===== src/rtl/lcdrx_pkg.sv =====
package lcdrx_pkg;
  localparam int BYTE_W      = 8;
  localparam int SETX_BIT    = 7;
  localparam int SETY_PFX_W  = 5;
  localparam logic [SETY_PFX_W-1:0] SETY_PFX = 5'b01000;
endpackage


===== src/rtl/lcdrx_sync.sv =====
module lcdrx_sync #(
  parameter int N      = 4,
  parameter int STAGES = 2
) (
  input  logic         clk,
  input  logic         rst,
  input  logic [N-1:0] d,
  output logic [N-1:0] q
);
  for (genvar g = 0; g < N; g++) begin : g_line
    logic [STAGES-1:0] ff;
    always_ff @(posedge clk) begin
      if (rst) ff <= '0;
      else     ff <= {ff[STAGES-2:0], d[g]};
    end
    assign q[g] = ff[STAGES-1];
  end
endmodule


===== src/rtl/lcdrx_shift.sv =====
module lcdrx_shift #(
  parameter int DW = 8
) (
  input  logic          clk,
  input  logic          rst,
  input  logic          sclk_s,
  input  logic          cen_s,
  input  logic          sdin_s,
  input  logic          dc_s,
  output logic          vld,
  output logic [DW-1:0] bval,
  output logic          is_data
);
  localparam int CW = $clog2(DW);

  logic          sclk_d;
  logic [CW-1:0] cnt;
  logic [DW-2:0] sh;
  logic          rise;

  assign rise = sclk_s & ~sclk_d;

  always_ff @(posedge clk) begin
    if (rst) begin
      sclk_d  <= 1'b0;
      cnt     <= '0;
      sh      <= '0;
      vld     <= 1'b0;
      bval    <= '0;
      is_data <= 1'b0;
    end else begin
      sclk_d <= sclk_s;
      vld    <= 1'b0;
      if (cen_s) begin
        cnt <= '0;
      end else if (rise) begin
        if (cnt == CW'(DW-1)) begin
          bval    <= {sh, sdin_s};
          is_data <= dc_s;
          vld     <= 1'b1;
          cnt     <= '0;
        end else begin
          sh  <= {sh[DW-3:0], sdin_s};
          cnt <= cnt + CW'(1);
        end
      end
    end
  end

  AST_STB_ONE_CYCLE: assert property (@(posedge clk) disable iff (rst)
    vld |=> !vld);
  AST_NO_BYTE_WHEN_OFF: assert property (@(posedge clk) disable iff (rst)
    cen_s |=> !vld);
endmodule


===== src/rtl/lcdrx_addr.sv =====
module lcdrx_addr
  import lcdrx_pkg::*;
#(
  parameter int COLS  = 84,
  parameter int BANKS = 6
) (
  input  logic              clk,
  input  logic              rst,
  input  logic              vld,
  input  logic [BYTE_W-1:0] bval,
  input  logic              is_data,
  output logic              cmd_stb,
  output logic              ram_we,
  output logic [$clog2(COLS*BANKS)-1:0] ram_addr,
  output logic [BYTE_W-1:0] ram_wdata
);
  localparam int DEPTH = COLS * BANKS;
  localparam int AW    = $clog2(DEPTH);
  localparam int XW    = SETX_BIT;
  localparam int YW    = BYTE_W - SETY_PFX_W;

  logic [XW-1:0] x;
  logic [YW-1:0] y;

  always_ff @(posedge clk) begin
    if (rst) begin
      x         <= '0;
      y         <= '0;
      cmd_stb   <= 1'b0;
      ram_we    <= 1'b0;
      ram_addr  <= '0;
      ram_wdata <= '0;
    end else begin
      cmd_stb <= vld & ~is_data;
      ram_we  <= vld & is_data;
      if (vld && is_data) begin
        ram_addr  <= AW'(int'(y) * COLS + int'(x));
        ram_wdata <= bval;
        if (x == XW'(COLS-1)) begin
          x <= '0;
          y <= (y == YW'(BANKS-1)) ? '0 : y + YW'(1);
        end else begin
          x <= x + XW'(1);
        end
      end else if (vld) begin
        if (bval[SETX_BIT]) begin
          if (int'(bval[XW-1:0]) < COLS) x <= bval[XW-1:0];
        end else if (bval[BYTE_W-1:YW] == SETY_PFX) begin
          if (int'(bval[YW-1:0]) < BANKS) y <= bval[YW-1:0];
        end
      end
    end
  end

  AST_X_RANGE: assert property (@(posedge clk) disable iff (rst)
    int'(x) < COLS);
  AST_Y_RANGE: assert property (@(posedge clk) disable iff (rst)
    int'(y) < BANKS);
  AST_ADDR_RANGE: assert property (@(posedge clk) disable iff (rst)
    ram_we |-> int'(ram_addr) < DEPTH);
  AST_CLASS_EXCL: assert property (@(posedge clk) disable iff (rst)
    !(ram_we && cmd_stb));
endmodule


===== src/rtl/lcdrx_top.sv =====
module lcdrx_top
  import lcdrx_pkg::*;
#(
  parameter int COLS        = 84,
  parameter int BANKS       = 6,
  parameter int SYNC_STAGES = 2
) (
  input  logic              clk,
  input  logic              rst,
  input  logic              lcd_cen_n,
  input  logic              lcd_sclk,
  input  logic              lcd_sdin,
  input  logic              lcd_dc,
  output logic              byte_stb,
  output logic [BYTE_W-1:0] byte_data,
  output logic              byte_is_data,
  output logic              cmd_stb,
  output logic              ram_we,
  output logic [$clog2(COLS*BANKS)-1:0] ram_addr,
  output logic [BYTE_W-1:0] ram_wdata
);
  logic [3:0]        pins_s;
  logic              sh_vld;
  logic [BYTE_W-1:0] sh_bval;
  logic              sh_is_data;

  lcdrx_sync #(.N(4), .STAGES(SYNC_STAGES)) u_sync (
    .clk (clk),
    .rst (rst),
    .d   ({lcd_dc, lcd_sdin, lcd_cen_n, lcd_sclk}),
    .q   (pins_s)
  );

  lcdrx_shift #(.DW(BYTE_W)) u_shift (
    .clk     (clk),
    .rst     (rst),
    .sclk_s  (pins_s[0]),
    .cen_s   (pins_s[1]),
    .sdin_s  (pins_s[2]),
    .dc_s    (pins_s[3]),
    .vld     (sh_vld),
    .bval    (sh_bval),
    .is_data (sh_is_data)
  );

  lcdrx_addr #(.COLS(COLS), .BANKS(BANKS)) u_addr (
    .clk       (clk),
    .rst       (rst),
    .vld       (sh_vld),
    .bval      (sh_bval),
    .is_data   (sh_is_data),
    .cmd_stb   (cmd_stb),
    .ram_we    (ram_we),
    .ram_addr  (ram_addr),
    .ram_wdata (ram_wdata)
  );

  always_ff @(posedge clk) begin
    if (rst) begin
      byte_stb     <= 1'b0;
      byte_data    <= '0;
      byte_is_data <= 1'b0;
    end else begin
      byte_stb <= sh_vld;
      if (sh_vld) begin
        byte_data    <= sh_bval;
        byte_is_data <= sh_is_data;
      end
    end
  end

  AST_WE_MATCH: assert property (@(posedge clk) disable iff (rst)
    ram_we |-> (byte_stb && byte_is_data && ram_wdata == byte_data));
  AST_CMD_MATCH: assert property (@(posedge clk) disable iff (rst)
    cmd_stb |-> (byte_stb && !byte_is_data));
  AST_RST_QUIET: assert property (@(posedge clk)
    rst |=> (!byte_stb && !ram_we && !cmd_stb));
endmodule


===== config.mk =====
export PLATFORM = sky130hd
export DESIGN_NAME = lcdrx_top
export DESIGN_NICKNAME = d
export VERILOG_FILES = /design/src/rtl/lcdrx_pkg.sv /design/src/rtl/lcdrx_sync.sv /design/src/rtl/lcdrx_shift.sv /design/src/rtl/lcdrx_addr.sv /design/src/rtl/lcdrx_top.sv
export SDC_FILE = /design/constraint.sdc
export NUM_CORES = 1
export LEC_CHECK = 0
export BUFFER_PORTS_ARGS = -buffer_cell sky130_fd_sc_hd__buf_4
export CAP_MARGIN = 30
export CORE_ASPECT_RATIO = 0.8
export CORE_MARGIN = 4
export CORE_UTILIZATION = 30
export CTS_CLUSTER_SIZE = 30
export DETAILED_ROUTE_END_ITERATION = 8
export PLACE_DENSITY_LB_ADDON = 0.12
export SYNTH_ARGS = -nofsm -noshare
export SYNTH_HDL_FRONTEND = slang
export SYNTH_SLANG_ARGS = --single-unit

===== constraint.sdc =====
create_clock -name clk -period 3.7 [get_ports clk]
set_input_delay 0.74 -clock clk [delete_from_list [all_inputs] [get_ports clk]]
set_output_delay 0.74 -clock clk [all_outputs]
set_load 0.02 [all_outputs]

==> run summary, run 1 <==
leakage: 0.00139 uW
Initial Util: 0.310
Crit Path Class: reg -> reg
slew margin rel.: 0.489
largest area contributor in the netlist: dfxtp_1
drt first pass iters: 4
Least-Margin Pin Slew: 761 ps
clock latency on the worst-skew pair: 330 ps
boundary pin count: 35
Routed Antenna Nets: 0
initial antenna violation count: 0
Max Slew Vio Count: 0
Synth area leaders: dfxtp_1, nand2_1, a21oi_1
Synth Area in Adders: 0.0603
Die W: 120 um
vias in the first global route: 2418
internal power: 1310 uW
vias per cell: 4.85
fin cells: 513
Clock transition at path regs: 50 ps
fin nets: 392
Peak VDD IR: 0.000253 V
Fmax: 424 MHz
CTS Sinks: 68
highest-delay cell along the critical path: dfxtp_1
post-CTS setup buffers: 0
pwr/cell area: 451 nW/um^2
Synth cell types: 57
sw power: 344 uW
I/O Buffers: 34
# setup viols final: 0
CP endpoint kind: register
TritonCTS buffer count: 9
Synth Flop Type: dfxtp_1
ratio of cells with drive above 1 in the final layout: 0.170
vias post-DR: 2490
largest net degree at the start of global routing: 63
CP Max Fanout: 10
Area Overhead vs Synth: 21.1%
Core Util, Final: 0.376
Worst Setup Start Kind: register
mapped cell area: 3030 um^2
mux contribution to synthesized area: 0.0367
post-route clock period utilization: 0.637
CTS resizes: 0
Final Skew: 8.57 ps
hold_buf cts: 0
Worst Path Required: 3960 ps
Worst path max stage delay: 400 ps
YS warnings: 0
WL per Instance: 14.9 um
Post-Route WL: 7.63 mm
Remaining DRCs: 0
# H-tree levels: 3
Syn Nets: 364
grt total ovfl: 0
Final Hold Viols: 0
post-synth top area share: 0.449
DRT iter0 DRCs: 158
RSZ-0062 raised after global routing: false
HP Class: reg -> reg
pre-CTS setup slack: 1360 ps
simple-gate share of the synthesized area: 0.206
post-layout min period: 2360 ps
Clock power frac: 0.525
Cells after DPL: 497
Rows: 32
register area share after synthesis: 0.449
XOR/XNOR share of the synthesized area: 0.0144
PnR worst setup slack: 1340 ps
Sw Share: 0.208
crit path DAT: 2620 ps
Mapped Avg Cell Area: 8.81 um^2
largest family of logic cells by synthesized area: simple AND/OR/NAND/NOR gates
status: completed
kind of cell adding the most delay to the critical path: adder cells
DPL Wire Length: 5.05 mm
count of state elements after synthesis: 68
gp weighted congestion: 0.789
CP cell instances: ha_1 -> ha_1 -> ha_1 -> ha_1 -> and4_1 -> or3_1 -> a31oi_1
Tot GR Track Use: 0.138
die height: 97.9 um
Max Buffers Root-to-Sink: 2
Max-Cap Viols: 0
Comb power frac: 0.025
ys async rst share: 0
Synth Area in Compound Gates: 0.187
Post-Syn Instances: 344
core region area: 9770 um^2
master cell of the clock root buffer: clkbuf_16
Most common cell on crit path: ha_1
Critical path buffers and inverters: 0
die area: 11800 um^2
first-pass GRT wire length: 12.9 mm
number of flops mapped to enable cells by yosys: 0
setup_tns: 0 ps
antenna cells: 0
Flop pwr share: 0.450
CTS tree: built
==> area by class of cell <==
cell class | count | area, um^2
fillers | 1030 | 6100
multi-input cells | 247 | 1530
flip-flops and latches | 68 | 1360
repair buffers | 36 | 270
clock buffers | 12 | 256
well taps | 136 | 170
clock inverters | 4 | 47.5
inverters | 10 | 37.5
==> cell usage after synthesis (3+ instances only) <==
cell type	count
a211oi_1	6
a21oi_1	38
dfxtp_1	68
nor2b_1	10
nand3_1	6
or3_1	3
nor2_1	16
mux2i_1	10
inv_1	8
ha_1	13
a21o_1	3
xor2_1	4
buf_6	3
o32ai_1	3
a31oi_1	3
a311oi_1	3
clkbuf_1	13
nor3_1	7
nand2_1	77
o211ai_1	3
nand2b_1	3
o21ai_0	5
==> through the flow <==
stage	power [uW]	area (um^2)	hold slack (ps)
final	1650	3670	439
after floorplan	788	3030	414
after global placement	801	3370	420
after CTS	1680	3670	445
after detailed placement	801	3370	427
after global routing	1710	3670	467
==> power groups by stage <==
stage                     registers (uW)  clock network, uW  logic, uW
after floorplan                      758                  0       29.8
after global placement               759                  0       41.3
after detailed placement             760                  0       41.2
after CTS                            744                896       41.6
after global routing                 744                922       46.7
final                                744                868       41.8
==> sequential cells by signal, summed over array words and instances (netlist names), 3 cells and up <==
| signal | cells |
|---|---|
| u_addr.ram_addr | 9 |
| byte_data | 8 |
| u_addr.ram_wdata | 8 |
| u_shift.bval | 8 |
| u_sync.g_line.ff | 8 |
| u_addr.x | 7 |
| u_shift.sh | 7 |
| u_addr.y | 3 |
| u_shift.cnt | 3 |
==> worst register-to-register path, stage by stage, from the launching register on <==
cell and delay, ps:
dfxtp_1 400, ha_1 250, ha_1 220, ha_1 340
ha_1 350, and4_1 210, or3_1 360, a31oi_1 160
==> placed cells by master (no fill, tap or decap), types with 2 or more instances in the layout <==
| cell | count |
|---|---|
| a21oi_1 | 38 |
| inv_1 | 8 |
| nand2b_1 | 3 |
| xor2_1 | 4 |
| a31oi_1 | 3 |
| nand3_1 | 6 |
| a311oi_1 | 3 |
| o32ai_1 | 3 |
| nand2_1 | 77 |
| nor3_1 | 7 |
| nor2_1 | 16 |
| dfxtp_1 | 68 |
| clkinv_1 | 2 |
| nor2b_1 | 10 |
| clkinv_2 | 2 |
| nand4_1 | 2 |
| nor4_1 | 2 |
| a211oi_1 | 6 |
| or3_1 | 3 |
| o211ai_1 | 3 |
| o31ai_1 | 2 |
| a21o_1 | 3 |
| buf_4 | 36 |
| clkbuf_16 | 9 |
| clkbuf_8 | 2 |
| ha_1 | 13 |
| mux2i_1 | 10 |
| o21ai_0 | 5 |
==> path summary, 6_finish.rpt <==
check	slack [ps]	cells after the start	to	start
worst max-delay path	1340	7	u_addr.ram_addr[7]$_SDFFE_PP0P_	u_addr.y[0]$_SDFFE_PP0P_
worst min-delay path	440	1	u_sync.g_line[0].ff[1]$_SDFF_PP0_	u_sync.g_line[0].ff[0]$_SDFF_PP0_
worst max register to register	1340	7	u_addr.ram_addr[7]$_SDFFE_PP0P_	u_addr.y[0]$_SDFFE_PP0P_
worst min register to register	440	1	u_sync.g_line[0].ff[1]$_SDFF_PP0_	u_sync.g_line[0].ff[0]$_SDFF_PP0_
==> routing by layer <==
| metal | routed length, um | share of wire | track usage |
|---|---|---|---|
| met1 | 4070 | 0.53 | 0.207 |
| met2 | 3050 | 0.40 | 0.181 |
| met3 | 418 | 0.055 | 0.0411 |
| met4 | 83 | 0.011 | 0.0575 |
| met5 | 0 | 0 | 0 |
==> logic make-up after synthesis <==
kind of cell,after synthesis
flip-flops,68
multiplexers,11
buffers and inverters,29
adder cells (fa/ha/maj),14
AO/OA/AOI/OAI,82
XOR/XNOR,5
AND/OR/NAND/NOR,135
No activity file was read; power rests on OpenSTA's default activity.
==> run 2, diff against run 1 <==
clock period = 2.5 ns   (was 3.7 ns; I/O delays follow)
==> run 2 against run 1 <==
Maximum frequency increased by 5.5%. Clock-buffer cell count is 1 higher. Clock skew shrank 4.2 ps. First-iteration DRC count decreased by 6.3%. Die area did not move. Non-clock buffer count increased by 7. Critical path depth rose by 1. Largest cell class unchanged. Utilization grew 0.40 points.
==> run summary, run 2 (synthesis results as in run 1) <==
Remaining DRCs: 0
PnR worst setup slack: 264 ps
highest-delay cell along the critical path: dfxtp_1
Reg2Reg Depth: 8
master cell of the clock root buffer: clkbuf_16
Peak VDD IR: 0.000353 V
CTS resizes: 0
Tot GR Track Use: 0.141
ratio of cells with drive above 1 in the final layout: 0.185
Die W: 120 um
Clock power frac: 0.511
post-CTS setup buffers: 0
CTS Sinks: 68
Worst path max stage delay: 350 ps
drt first pass iters: 4
Max Slew Vio Count: 0
HP Class: in -> reg
DPL Wire Length: 5.41 mm
Rows: 32
boundary pin count: 35
crit path DAT: 2500 ps
Most common cell on crit path: ha_1
Fmax: 447 MHz
hold_buf cts: 0
total power: 2380 uW
pre-CTS setup slack: 261 ps
clock latency on the worst-skew pair: 330 ps
setup_tns: 0 ps
largest register by flop count: u_addr.ram_addr
WHS Endpoint: u_sync.g_line[3].ff[0]$_SDFF_PP0_
Comb power frac: 0.029
Worst R2R End: u_addr.ram_addr[7]$_SDFFE_PP0P_
RSZ-0062 raised after global routing: false
slew margin rel.: 0.625
Clock transition at path regs: 60 ps
Flop pwr share: 0.460
Final Skew: 4.35 ps
Final Hold Viols: 0
Initial Util: 0.310
leakage: 0.00142 uW
reg2reg start: u_addr.y[2]$_SDFFE_PP0P_
first-pass GRT wire length: 13.1 mm
Routed Antenna Nets: 0
gp weighted congestion: 0.799
Post-Route WL: 7.80 mm
# setup viols final: 0
max reg flops: 9
die area: 11800 um^2
WL per Instance: 15.0 um
Least-Margin Pin Slew: 561 ps
largest net degree at the start of global routing: 34
commonest cells after routing, fill and taps aside: nand2_1, dfxtp_1, buf_4
die height: 97.9 um
Sw Share: 0.216
pwr/cell area: 643 nW/um^2
Crit Path Class: reg -> reg
I/O Buffers: 34
# H-tree levels: 3
Worst Path Required: 2760 ps
CP Max Fanout: 5
post-route clock period utilization: 0.894
Max Buffers Root-to-Sink: 2
status: completed
worst reg2reg setup slack: 260 ps
internal power: 1870 uW
core region area: 9770 um^2
grt total ovfl: 0
crit path from: u_addr.y[2]$_SDFFE_PP0P_
vias post-DR: 2540
DRT iter0 DRCs: 148
fin nets: 399
Worst Setup Start Kind: register
TritonCTS buffer count: 9
Max-Cap Viols: 0
CP cell instances: ha_1 -> ha_1 -> ha_1 -> ha_1 -> a21oi_1 -> nand2_1 -> or3_1 -> a31oi_1
Worst Hold Launch: lcd_dc
post-layout min period: 2240 ps
Area Overhead vs Synth: 22.4%
vias in the first global route: 2488
hold depth: 2
sw power: 516 uW
most common cell after layout, fill and taps aside: nand2_1
initial antenna violation count: 0
CTS tree: built
vias per cell: 4.88
CP endpoint kind: register
antenna cells: 0
## run 2: changes by cell type in the layout (fill, tap and decap cells not counted)
cell,change
clkinv_2,-1
buf_4,+7
clkbuf_8,+1
bufinv_16,-1
clkinvlp_4,+1
## run 2: worst max path at each step
stage	endpoint	slack, ps
after CTS	u_addr.ram_addr[7]$_SDFFE_PP0P_	270
after detailed placement	u_addr.ram_addr[7]$_SDFFE_PP0P_	260
after global routing	u_addr.ram_addr[7]$_SDFFE_PP0P_	150
final	u_addr.ram_addr[7]$_SDFFE_PP0P_	260
after floorplan	u_addr.ram_addr[7]$_SDFFE_PP0P_	310
after global placement	u_addr.ram_addr[7]$_SDFFE_PP0P_	310
## run 2: area by class of cell
| type | instances | area [um^2] |
|---|---|---|
| Tap cell | 136 | 170 |
| Clock inverter | 3 | 20.0 |
| Fill cell | 1047 | 6060 |
| Timing Repair Buffer | 43 | 323 |
| Inverter | 10 | 37.5 |
| Sequential cell | 68 | 1360 |
| Clock buffer | 13 | 270 |
| Multi-Input combinational cell | 247 | 1530 |
## run 2: per-layer routing
layer | up-vias | global-route usage | share of wire
li1 | 1275 | - | -
met1 | 1171 | 0.207 | 0.52
met2 | 81 | 0.186 | 0.39
met3 | 13 | 0.0481 | 0.063
met4 | 0 | 0.0540 | 0.020
met5 | - | 0 | 0
## run 2: metrics by stage
step                      hold WS, ps  std cells  utilization  instance area [um^2]
after global routing              371        520        0.380                  3710
after floorplan                   414        344            -                  3030
after global placement            419        504        0.350                  3420
final                             377        520        0.380                  3710
after detailed placement          432        504        0.350                  3420
after CTS                         368        520        0.380                  3710
## run 2: critical path, delay by kind of cell (launching register included)
family | cells | cell delay (ps)
fa+ha+maj | 4 | 1050
flops | 1 | 350
compound gates | 2 | 350
simple gates | 2 | 430
## run 2: power groups by stage
stage               Combinational, uW  Clock [uW]  Sequential (uW)
finish                           68.4        1220             1100
global route                     77.3        1310             1100
CTS                              69.3        1270             1100
detailed placement               68.4           0             1120
global placement                 68.1           0             1120
floorplan                        44.1           0             1120
==> run 3, diff against run 2 <==
PLACE_DENSITY = 0.55   (was unset)
PLACE_DENSITY_LB_ADDON = unset   (was 0.12)
==> run 3 against run 2 <==
Die area stayed put. Combinational power is 5.6% lower. Clock skew hardly changed. Register-to-register slack worse by 30 ps. Final cell count is 0.58% lower. Non-clock buffer count is 3 lower. Maximum frequency is 1.3% lower. Utilization is 0.23 points lower. Cell area is 0.61% lower. Flip-flop and latch count stayed put. Sequential power hardly changed. Clock-buffer cell count stayed put.
==> run summary, run 3 (synthesis results as in run 1) <==
status: completed
WL per Instance: 14.0 um
CTS resizes: 0
Fmax: 442 MHz
core region area: 9770 um^2
DRT iter0 DRCs: 130
commonest cells after routing, fill and taps aside: nand2_1, dfxtp_1, buf_4
vias in the first global route: 2415
Max Buffers Root-to-Sink: 2
Worst Hold Launch: lcd_dc
setup_tns: 0 ps
Most common cell on crit path: ha_1
post-layout min period: 2260 ps
TritonCTS buffer count: 9
Die W: 120 um
most common cell after layout, fill and taps aside: nand2_1
HP Class: in -> reg
Remaining DRCs: 0
gp weighted congestion: 0.816
fin nets: 396
Least-Margin Pin Slew: 809 ps
RSZ-0062 raised after global routing: false
DPL Wire Length: 4.93 mm
hold_buf cts: 0
vias post-DR: 2523
clock latency on the worst-skew pair: 320 ps
die height: 97.9 um
pwr/cell area: 642 nW/um^2
CP Max Fanout: 5
I/O Buffers: 34
crit path DAT: 2520 ps
crit path from: u_addr.y[2]$_SDFFE_PP0P_
Worst Path Required: 2750 ps
vias per cell: 4.88
total power: 2370 uW
master cell of the clock root buffer: clkbuf_16
drt first pass iters: 4
max reg flops: 9
Clock transition at path regs: 60 ps
post-route clock period utilization: 0.906
Crit Path Class: reg -> reg
Rows: 32
largest register by flop count: u_addr.ram_addr
CTS Sinks: 68
Initial Util: 0.310
highest-delay cell along the critical path: or3_1
antenna cells: 0
largest net degree at the start of global routing: 40
# setup viols final: 0
met1 WL: 3.70 mm
Final Hold Viols: 0
reg2reg start: u_addr.y[2]$_SDFFE_PP0P_
CTS tree: built
CP cell instances: ha_1 -> ha_1 -> ha_1 -> ha_1 -> and4_1 -> or3_1 -> a31oi_1
CP endpoint kind: register
Area Overhead vs Synth: 21.6%
initial antenna violation count: 0
Final Skew: 3.91 ps
met2 routed WL: 3.04 mm
Tot GR Track Use: 0.126
Max Slew Vio Count: 0
grt total ovfl: 0
leakage: 0.00140 uW
slew margin rel.: 0.460
number of fill cells: 1029
Max-Cap Viols: 0
Routed Antenna Nets: 0
first-pass GRT wire length: 12.1 mm
die area: 11800 um^2
post-CTS setup buffers: 0
Worst path max stage delay: 360 ps
# H-tree levels: 3
ratio of cells with drive above 1 in the final layout: 0.178
boundary pin count: 35
metal3 WL: 418 um
Worst Setup Start Kind: register
Post-Route WL: 7.24 mm
Top Metal Used: met4
Peak VDD IR: 0.000321 V
## run 3: critical path, delay by kind of cell (launching register included)
kind / cells / cell delay [ps]
AO/OA/AOI/OAI: 1 / 150
adder cells (fa/ha/maj): 4 / 1110
flip-flops: 1 / 350
AND/OR/NAND/NOR: 2 / 580
## run 3: worst paths after layout
kind	to	slack (ps)	depth (start not counted)
min	u_sync.g_line[3].ff[0]$_SDFF_PP0_	390	2
max	u_addr.ram_addr[7]$_SDFFE_PP0P_	240	7
min reg2reg	u_sync.g_line[1].ff[1]$_SDFF_PP0_	430	1
max reg2reg	u_addr.ram_addr[7]$_SDFFE_PP0P_	240	7
## run 3: area by class of cell
| class | instances | area, um^2 | share of cell area |
|---|---|---|---|
| inverters | 10 | 37.5 | 0.0102 |
| multi-input cells | 247 | 1530 | 0.414 |
| repair buffers | 40 | 300 | 0.0814 |
| well taps | 136 | 170 | 0.0461 |
| clock buffers | 13 | 270 | 0.0733 |
| clock inverters | 3 | 20.0 | 0.00543 |
| flip-flops and latches | 68 | 1360 | 0.369 |
## run 3: stage by stage
stage / hold slack [ps] / worst slack (ps) / cells / area, um^2 / util
floorplan: 414 / 311 / 344 / 3030 / -
global placement: 425 / 308 / 501 / 3400 / 0.348
detailed placement: 424 / 235 / 501 / 3400 / 0.348
CTS: 383 / 239 / 517 / 3690 / 0.377
global route: 402 / 159 / 517 / 3690 / 0.377
finish: 389 / 235 / 517 / 3690 / 0.377
## run 3: power by group
part,internal (uW),switching [uW],total (uW)
sequential,1090,4.38,1100
combinational,24.3,40.4,64.6
clock,751,454,1200
total,1870,498,2370
## run 3: metal layers
layer / GRT usage / vias to the layer above
li1: - / 1271
met1: 0.177 / 1186
met2: 0.181 / 60
met3: 0.0446 / 6
met4: 0.0357 / 0
met5: 0 / -
